--- src/rtl/ct_pkg.sv ---
`timescale 1ns/1ps
package ct_pkg;
   // {direction, select}: direction 0 = toward leaves, 1 = toward memory side
   typedef enum logic [1:0] {
      OP_BCAST   = 2'b00,
      OP_SCATTER = 2'b01,
      OP_REDUCE  = 2'b10,
      OP_GATHER  = 2'b11
   } coll_op_e;
endpackage

--- src/rtl/ct_dist_node.sv ---
`timescale 1ns/1ps
module ct_dist_node
   import ct_pkg::*;
#(
   parameter int W      = 8,
   parameter int LEAVES = 2
) (
   input  logic         clk,
   input  logic         rst_n,
   input  logic         in_valid,
   output logic         in_ready,
   input  logic [W-1:0] in_data,
   input  logic         in_dist,
   input  logic         in_coll,
   output logic         lo_valid,
   input  logic         lo_ready,
   output logic [W-1:0] lo_data,
   output logic         lo_dist,
   output logic         lo_coll,
   output logic         ro_valid,
   input  logic         ro_ready,
   output logic [W-1:0] ro_data,
   output logic         ro_dist,
   output logic         ro_coll
);
   localparam int HALF = LEAVES / 2;
   localparam int CW   = $clog2(LEAVES);

   logic [CW-1:0] cnt_q;
   coll_op_e      op_q, op_now;
   logic          coll_q, coll_now;
   logic          to_right, l_free, r_free, take, load_l, load_r;

   always_comb begin
      op_now   = (cnt_q == '0) ? coll_op_e'({1'b0, in_dist}) : op_q;
      coll_now = (cnt_q == '0) ? in_coll : coll_q;
      to_right = (op_now == OP_SCATTER) && (cnt_q >= CW'(HALF));
      l_free   = !lo_valid || lo_ready;
      r_free   = !ro_valid || ro_ready;
      if (op_now == OP_BCAST)
         in_ready = l_free && r_free;
      else
         in_ready = to_right ? r_free : l_free;
      take   = in_valid && in_ready;
      load_l = take && ((op_now == OP_BCAST) || !to_right);
      load_r = take && ((op_now == OP_BCAST) || to_right);
   end

   always_ff @(posedge clk or negedge rst_n) begin
      if (!rst_n) begin
         cnt_q    <= '0;
         op_q     <= OP_BCAST;
         coll_q   <= 1'b0;
         lo_valid <= 1'b0;
         lo_data  <= '0;
         lo_dist  <= 1'b0;
         lo_coll  <= 1'b0;
         ro_valid <= 1'b0;
         ro_data  <= '0;
         ro_dist  <= 1'b0;
         ro_coll  <= 1'b0;
      end else begin
         if (lo_ready) lo_valid <= 1'b0;
         if (ro_ready) ro_valid <= 1'b0;
         if (load_l) begin
            lo_valid <= 1'b1;
            lo_data  <= in_data;
            lo_dist  <= (op_now == OP_SCATTER);
            lo_coll  <= coll_now;
         end
         if (load_r) begin
            ro_valid <= 1'b1;
            ro_data  <= in_data;
            ro_dist  <= (op_now == OP_SCATTER);
            ro_coll  <= coll_now;
         end
         if (take) begin
            if (cnt_q == '0) begin
               op_q   <= op_now;
               coll_q <= coll_now;
            end
            if (op_now == OP_SCATTER)
               cnt_q <= (cnt_q == CW'(LEAVES - 1)) ? '0 : cnt_q + 1'b1;
         end
      end
   end

   assert_left_hold_R8: assert property (@(posedge clk) disable iff (!rst_n)
      lo_valid && !lo_ready |=> lo_valid && $stable(lo_data));
   assert_right_hold_R8: assert property (@(posedge clk) disable iff (!rst_n)
      ro_valid && !ro_ready |=> ro_valid && $stable(ro_data));
   assert_bcast_both_R9: assert property (@(posedge clk) disable iff (!rst_n)
      take && (op_now == OP_BCAST) |=> lo_valid && ro_valid);
endmodule

--- src/rtl/ct_mac_leaf.sv ---
`timescale 1ns/1ps
module ct_mac_leaf #(
   parameter int W  = 8,
   localparam int PW = 2 * W
) (
   input  logic          clk,
   input  logic          rst_n,
   input  logic          in_valid,
   output logic          in_ready,
   input  logic [W-1:0]  in_data,
   input  logic          in_coll,
   input  logic [W-1:0]  weight,
   output logic          out_valid,
   input  logic          out_ready,
   output logic [PW-1:0] out_data,
   output logic          out_coll
);
   assign in_ready = !out_valid || out_ready;

   always_ff @(posedge clk or negedge rst_n) begin
      if (!rst_n) begin
         out_valid <= 1'b0;
         out_data  <= '0;
         out_coll  <= 1'b0;
      end else if (in_valid && in_ready) begin
         out_valid <= 1'b1;
         out_data  <= PW'(in_data) * PW'(weight);
         out_coll  <= in_coll;
      end else if (out_ready) begin
         out_valid <= 1'b0;
      end
   end

   assert_leaf_hold_R8: assert property (@(posedge clk) disable iff (!rst_n)
      out_valid && !out_ready |=> out_valid && $stable(out_data));
endmodule

--- src/rtl/ct_coll_node.sv ---
`timescale 1ns/1ps
module ct_coll_node
   import ct_pkg::*;
#(
   parameter int IW     = 16,
   parameter int LEAVES = 2
) (
   input  logic          clk,
   input  logic          rst_n,
   input  logic          l_valid,
   output logic          l_ready,
   input  logic [IW-1:0] l_data,
   input  logic          l_coll,
   input  logic          r_valid,
   output logic          r_ready,
   input  logic [IW-1:0] r_data,
   input  logic          r_coll,
   output logic          o_valid,
   input  logic          o_ready,
   output logic [IW:0]   o_data,
   output logic          o_coll
);
   localparam int HALF = LEAVES / 2;
   localparam int CW   = $clog2(LEAVES);

   logic [CW-1:0] cnt_q;
   coll_op_e      op_q, op_now;
   logic          from_right, free, fire;
   logic [IW:0]   nxt;

   always_comb begin
      op_now     = (cnt_q == '0) ? coll_op_e'({1'b1, l_coll}) : op_q;
      from_right = cnt_q >= CW'(HALF);
      free       = !o_valid || o_ready;
      if (op_now == OP_REDUCE) begin
         l_ready = free && r_valid;
         r_ready = free && l_valid;
         fire    = free && l_valid && r_valid;
         nxt     = {1'b0, l_data} + {1'b0, r_data};
      end else begin
         l_ready = free && !from_right;
         r_ready = free && from_right;
         fire    = free && (from_right ? r_valid : l_valid);
         nxt     = from_right ? {1'b0, r_data} : {1'b0, l_data};
      end
   end

   always_ff @(posedge clk or negedge rst_n) begin
      if (!rst_n) begin
         cnt_q   <= '0;
         op_q    <= OP_REDUCE;
         o_valid <= 1'b0;
         o_data  <= '0;
         o_coll  <= 1'b0;
      end else begin
         if (o_ready) o_valid <= 1'b0;
         if (fire) begin
            o_valid <= 1'b1;
            o_data  <= nxt;
            o_coll  <= (op_now == OP_GATHER);
            if (cnt_q == '0) op_q <= op_now;
            if (op_now == OP_GATHER)
               cnt_q <= (cnt_q == CW'(LEAVES - 1)) ? '0 : cnt_q + 1'b1;
         end
      end
   end

   assert_node_hold_R8: assert property (@(posedge clk) disable iff (!rst_n)
      o_valid && !o_ready |=> o_valid && $stable(o_data));
   // both subtree heads at a transfer start belong to the same transfer
   assert_mode_agree_R7: assert property (@(posedge clk) disable iff (!rst_n)
      l_valid && r_valid && (cnt_q == '0) |-> l_coll == r_coll);
endmodule

--- src/rtl/ct_tree.sv ---
`timescale 1ns/1ps
module ct_tree
   import ct_pkg::*;
#(
   parameter int N = 8,
   parameter int W = 8,
   localparam int LVL = $clog2(N),
   localparam int OW  = 2 * W + LVL
) (
   input  logic           clk,
   input  logic           rst_n,
   input  logic           dist_sel,
   input  logic           coll_sel,
   input  logic           in_valid,
   output logic           in_ready,
   input  logic [W-1:0]   in_data,
   input  logic [N*W-1:0] leaf_weight,
   output logic           out_valid,
   input  logic           out_ready,
   output logic [OW-1:0]  out_data
);
   localparam int NODES = 2 * N;

   if ((N < 2) || ((N & (N - 1)) != 0)) begin : g_bad_n
      $error("ct_tree: N must be a power of two and at least 2");
   end
   if (W < 1) begin : g_bad_w
      $error("ct_tree: W must be at least 1");
   end

   // link index = heap id of the node that receives (down) / sends (up)
   logic          dv  [1:NODES-1];
   logic          dr  [1:NODES-1];
   logic [W-1:0]  dd  [1:NODES-1];
   logic          dsc [1:NODES-1];
   logic          dcl [1:NODES-1];
   logic          uv  [1:NODES-1];
   logic          ur  [1:NODES-1];
   logic [OW-1:0] ud  [1:NODES-1];
   logic          ucl [1:NODES-1];

   assign dv[1]     = in_valid;
   assign in_ready  = dr[1];
   assign dd[1]     = in_data;
   assign dsc[1]    = dist_sel;
   assign dcl[1]    = coll_sel;
   assign out_valid = uv[1];
   assign ur[1]     = out_ready;
   assign out_data  = ud[1];

   for (genvar i = 1; i < N; i++) begin : g_node
      localparam int DEPTH = $clog2(i + 1) - 1;
      localparam int SUB   = N >> DEPTH;
      localparam int HT    = LVL - DEPTH;
      localparam int IW    = 2 * W + HT - 1;
      logic [IW:0] od;

      ct_dist_node #(.W(W), .LEAVES(SUB)) u_dist (
         .clk      (clk),
         .rst_n    (rst_n),
         .in_valid (dv[i]),
         .in_ready (dr[i]),
         .in_data  (dd[i]),
         .in_dist  (dsc[i]),
         .in_coll  (dcl[i]),
         .lo_valid (dv[2*i]),
         .lo_ready (dr[2*i]),
         .lo_data  (dd[2*i]),
         .lo_dist  (dsc[2*i]),
         .lo_coll  (dcl[2*i]),
         .ro_valid (dv[2*i+1]),
         .ro_ready (dr[2*i+1]),
         .ro_data  (dd[2*i+1]),
         .ro_dist  (dsc[2*i+1]),
         .ro_coll  (dcl[2*i+1])
      );

      ct_coll_node #(.IW(IW), .LEAVES(SUB)) u_coll (
         .clk     (clk),
         .rst_n   (rst_n),
         .l_valid (uv[2*i]),
         .l_ready (ur[2*i]),
         .l_data  (ud[2*i][IW-1:0]),
         .l_coll  (ucl[2*i]),
         .r_valid (uv[2*i+1]),
         .r_ready (ur[2*i+1]),
         .r_data  (ud[2*i+1][IW-1:0]),
         .r_coll  (ucl[2*i+1]),
         .o_valid (uv[i]),
         .o_ready (ur[i]),
         .o_data  (od),
         .o_coll  (ucl[i])
      );
      assign ud[i] = OW'(od);
   end

   for (genvar j = 0; j < N; j++) begin : g_leaf
      logic [2*W-1:0] prod;
      ct_mac_leaf #(.W(W)) u_leaf (
         .clk       (clk),
         .rst_n     (rst_n),
         .in_valid  (dv[N+j]),
         .in_ready  (dr[N+j]),
         .in_data   (dd[N+j]),
         .in_coll   (dcl[N+j]),
         .weight    (leaf_weight[j*W +: W]),
         .out_valid (uv[N+j]),
         .out_ready (ur[N+j]),
         .out_data  (prod),
         .out_coll  (ucl[N+j])
      );
      assign ud[N+j] = OW'(prod);
   end

   assert_out_hold_R8: assert property (@(posedge clk) disable iff (!rst_n)
      out_valid && !out_ready |=> out_valid && $stable(out_data));
   assert_reset_state_R11: assert property (@(posedge clk) disable iff (!rst_n)
      $rose(rst_n) |-> !out_valid && in_ready);
endmodule

--- config.mk ---
export PLATFORM = sky130hd
export DESIGN_NAME = ct_tree
export DESIGN_NICKNAME = d
export VERILOG_FILES = /design/src/rtl/ct_pkg.sv /design/src/rtl/ct_dist_node.sv /design/src/rtl/ct_mac_leaf.sv /design/src/rtl/ct_coll_node.sv /design/src/rtl/ct_tree.sv
export SDC_FILE = /design/constraint.sdc
export NUM_CORES = 2
export LEC_CHECK = 0
export BUFFER_PORTS_ARGS = -buffer_cell sky130_fd_sc_hd__buf_2
export CORE_MARGIN = 2
export CORE_UTILIZATION = 30
export DETAILED_ROUTE_END_ITERATION = 8
export GPL_TIMING_DRIVEN = 0
export PLACE_DENSITY_LB_ADDON = 0.2
export SLEW_MARGIN = 40
export SYNTH_ARGS = -nofsm -noshare
export SYNTH_HDL_FRONTEND = slang
export SYNTH_SLANG_ARGS = --single-unit
--- constraint.sdc ---
create_clock -name clk -period 5.65 [get_ports clk]
set_clock_uncertainty 0.1 [all_clocks]
set_input_delay 1.13 -clock clk [delete_from_list [all_inputs] [get_ports clk]]
set_output_delay 1.13 -clock clk [all_outputs]
set_load 0.01 [all_outputs]
==> results.md <==
* Core area at 137000 sq um
* Worst path required time at 4.42 ns
* Clk sinks at 472
* Max Transition Viols Final at 0
* Num CTS Buffers at 57
* Area grow syn2layout at 12.0%
* Detailed-route via count at 30856
* Final Hold Vio Count at 0
* Cell with the most instances after synthesis: nand2_1
* Area leader, netlist: dfrtp_1
* GRT overflow at 0
* Global-route wire length before repair at 172000 um
* Reg2Reg Depth at 18
* Layout cells sized above 1 at 0.0983
* HPWL after DPL at 83700 um
* 1st-pass router iterations at 5
* Chip Width at 375 um
* Number of max-cap violations at 0
* CP Cell Sequence: clkbuf_1 -> clkbuf_4 -> inv_1 -> ha_1 -> a22oi_2 -> mux2i_2 -> a211oi_1 -> nor2_1 -> nand4_1 -> a31oi_4 -> a21oi_1 -> buf_2
* RSZ-0062 raised after global routing: false
* Synth Cell Area at 41300 sq um
* Filler cells at 14347
* Synth Warn # at 0
* Rows at 136
* Starting Density at 0.301
* CTS tree: yes
* Largest net degree at the start of global routing at 73
* Post-synth EDFFs at 0
* Vias in the first global route at 31076
* # port buffers at 98
* Die Y at 375 um
* Fmax at 189 MHz
* Post-DRT Antenna Nets at 0
* WHS at 0.234 ns
* Critical path class: register to output port
* Pre-CTS setup slack at -0.0591 ns
* Sequential cell area at 11800 sq um
* Yosys top cell area share at 0.282
* Crit path max-delay cell type: clkbuf_4
* Largest fanout on the critical path at 10
* Via density at 4.78
* FFs w/ async S/R, synth at 1.00
* Critical path arrival at 4.05 ns
* Layout Nets at 5406
* Dominant synthesized flop cell: dfrtp_1
* Total Power Consumption at 26.5 mW
* Reg clk slew, reported paths at 0.06 ns
* Die area at 141000 sq um
* WL final at 104000 um
* Initial antenna violation count at 20
* CTS H-tree depth at 2
* Fin worst setup slack at 0.366 ns
* Ports at 99
* Hold Crit Class: input pin to asynchronous set/reset pin
* CTS Buffer Depth at 3
* DR iter-0 viols at 1390
* Final RePlAce weighted congestion at 0.843
* Total track usage at 0.150
* CP endpoint kind: output port
* Worst slew pin tran at 0.793 ns
* Clock latency on the worst-skew pair at 0.62 ns
* Syn Area/Cell at 9.30 sq um
* Layout Cell Area excl Fill at 46300 sq um
* Pwr dens at 574 nW/um^2
* Count of final setup violators at 0
* Leak at 22.2 nW
* Commonest cells in the netlist: 627 x nand2_1, 465 x dfrtp_1, 448 x inv_1, 422 x ha_1, 348 x o21ai_0
* Post-Syn Nets at 5239
* DRC errors left at 0
* Synthesized instance count at 4444
* Critical Path Source Type: register
* Status: complete, no violations
* CTS root buffer: clkbuf_16
* Top post-synthesis cells by area: dfrtp_1 28%, fa_1 14%, ha_1 13%
* Final Critical Period at 5.28 ns
* WL per Instance at 16.1 um
* Max incr delay on CP at 0.39 ns
* Area occupied by multi-input gates at 27300 sq um
* Sequential-to-total area share from yosys stat at 0.286
* Post-synth cell types at 89
* Peak supply drop at 0.396 mV
* Slew HR at 0.471
* Placed Area at 44300 sq um
* Final period util at 0.935
* FF+latch count, synth at 472
-- what timing repair did --
action                                  4_1_cts  5_1_grt
hold buffers                                  0        0
endpoints found under the setup margin        1        1
gates resized for setup                       4        2
setup buffers                                 1        2
pin swaps                                     1        1
-- stage by stage --
stage / cells / setup TNS, ns / util
CTS: 6452 / 0 / 0.337
floorplan: 4444 / 0 / -
global placement: 6336 / -3198.27 / 0.321
detailed placement: 6343 / -0.0591 / 0.323
finish: 6458 / 0 / 0.337
global route: 6456 / 0 / 0.337
-- metal layers --
metal,vias to the layer above,routed length [um],track usage
li1,15242,-,-
met1,15138,53200,0.220
met2,327,45900,0.236
met3,125,3220,0.0184
met4,24,1610,0.0283
met5,-,161,0
-- placed cells by master, fill, tap and decap left out, drive strengths merged, types with 90 or more instances in the layout --
master,count
nand2,628
dfrtp,465
inv,453
ha,422
o21ai,350
fa,295
and2,292
a21oi,246
nor2,207
mux2,196
clkbuf,182
buf,123
xnor2,108
mux2i,90
-- where the power goes --
group          switching, mW  internal [mW]
Combinational           9.37           7.70
Clock                   1.53           2.30
Sequential              1.30           4.35
Total                   12.2           14.3
-- path summary, 6_finish.rpt --
| path | start | to | slack (ns) |
|---|---|---|---|
| max in group asynchronous | rst_n | g_node[2].u_dist.ro_data[4] | 3.85 |
| setup reg to reg | g_node[7].u_dist.ro_data[4] | g_leaf[7].u_leaf.out_data[15] | 0.55 |
| setup / recovery | g_node[2].u_coll.cnt_q[1] | in_ready | 0.37 |
| min in group clk | g_node[1].u_coll.o_data[1] | g_node[1].u_coll.o_data[1] | 0.37 |
| hold / removal | rst_n | g_node[6].u_dist.lo_data[2] | 0.23 |
| hold reg to reg | g_node[1].u_coll.o_data[1] | g_node[1].u_coll.o_data[1] | 0.37 |
-- critical path, delay by kind of cell, from the launching register on --
family | cells | cell delay (ns)
buffers and inverters | 4 | 1.02
AO/OA/AOI/OAI | 4 | 0.93
AND/OR/NAND/NOR | 2 | 0.51
flip-flops | 1 | 0.37
adder cells (fa/ha/maj) | 1 | 0.26
multiplexers | 1 | 0.35
-- area by class of cell --
class / count / area share
Antenna cell: 4 / 0.000216
Buffer: 116 / 0.0102
Clock buffer: 81 / 0.0354
Clock inverter: 27 / 0.00730
Inverter: 448 / 0.0363
Multi-Input combinational cell: 3408 / 0.591
Sequential cell: 472 / 0.255
Tap cell: 1794 / 0.0485
Timing Repair Buffer: 108 / 0.0155
-- cells by family after synthesis --
group           after synthesis  synth area share
simple gates               1403             0.160
compound gates              841             0.120
fa+ha+maj                   717             0.271
buf+inv                     564            0.0521
flops                       472             0.286
mux                         286            0.0760
xor+xnor                    161            0.0341
-- state kept, by name (all words and copies together), names as in the netlist, 4 cells and up --
name and flops:
g_leaf.u_leaf.out_coll 4, g_leaf.u_leaf.out_data 128, g_leaf.u_leaf.out_valid 8, g_node.u_coll.cnt_q 11
g_node.u_coll.o_data 123, g_node.u_coll.o_valid 7, g_node.u_coll.op_q 14, g_node.u_dist.cnt_q 11
g_node.u_dist.coll_q 7, g_node.u_dist.lo_coll 7, g_node.u_dist.lo_data 56, g_node.u_dist.lo_valid 7
g_node.u_dist.op_q 14, g_node.u_dist.ro_data 56, g_node.u_dist.ro_valid 7
(Power assumes the default switching activity.)
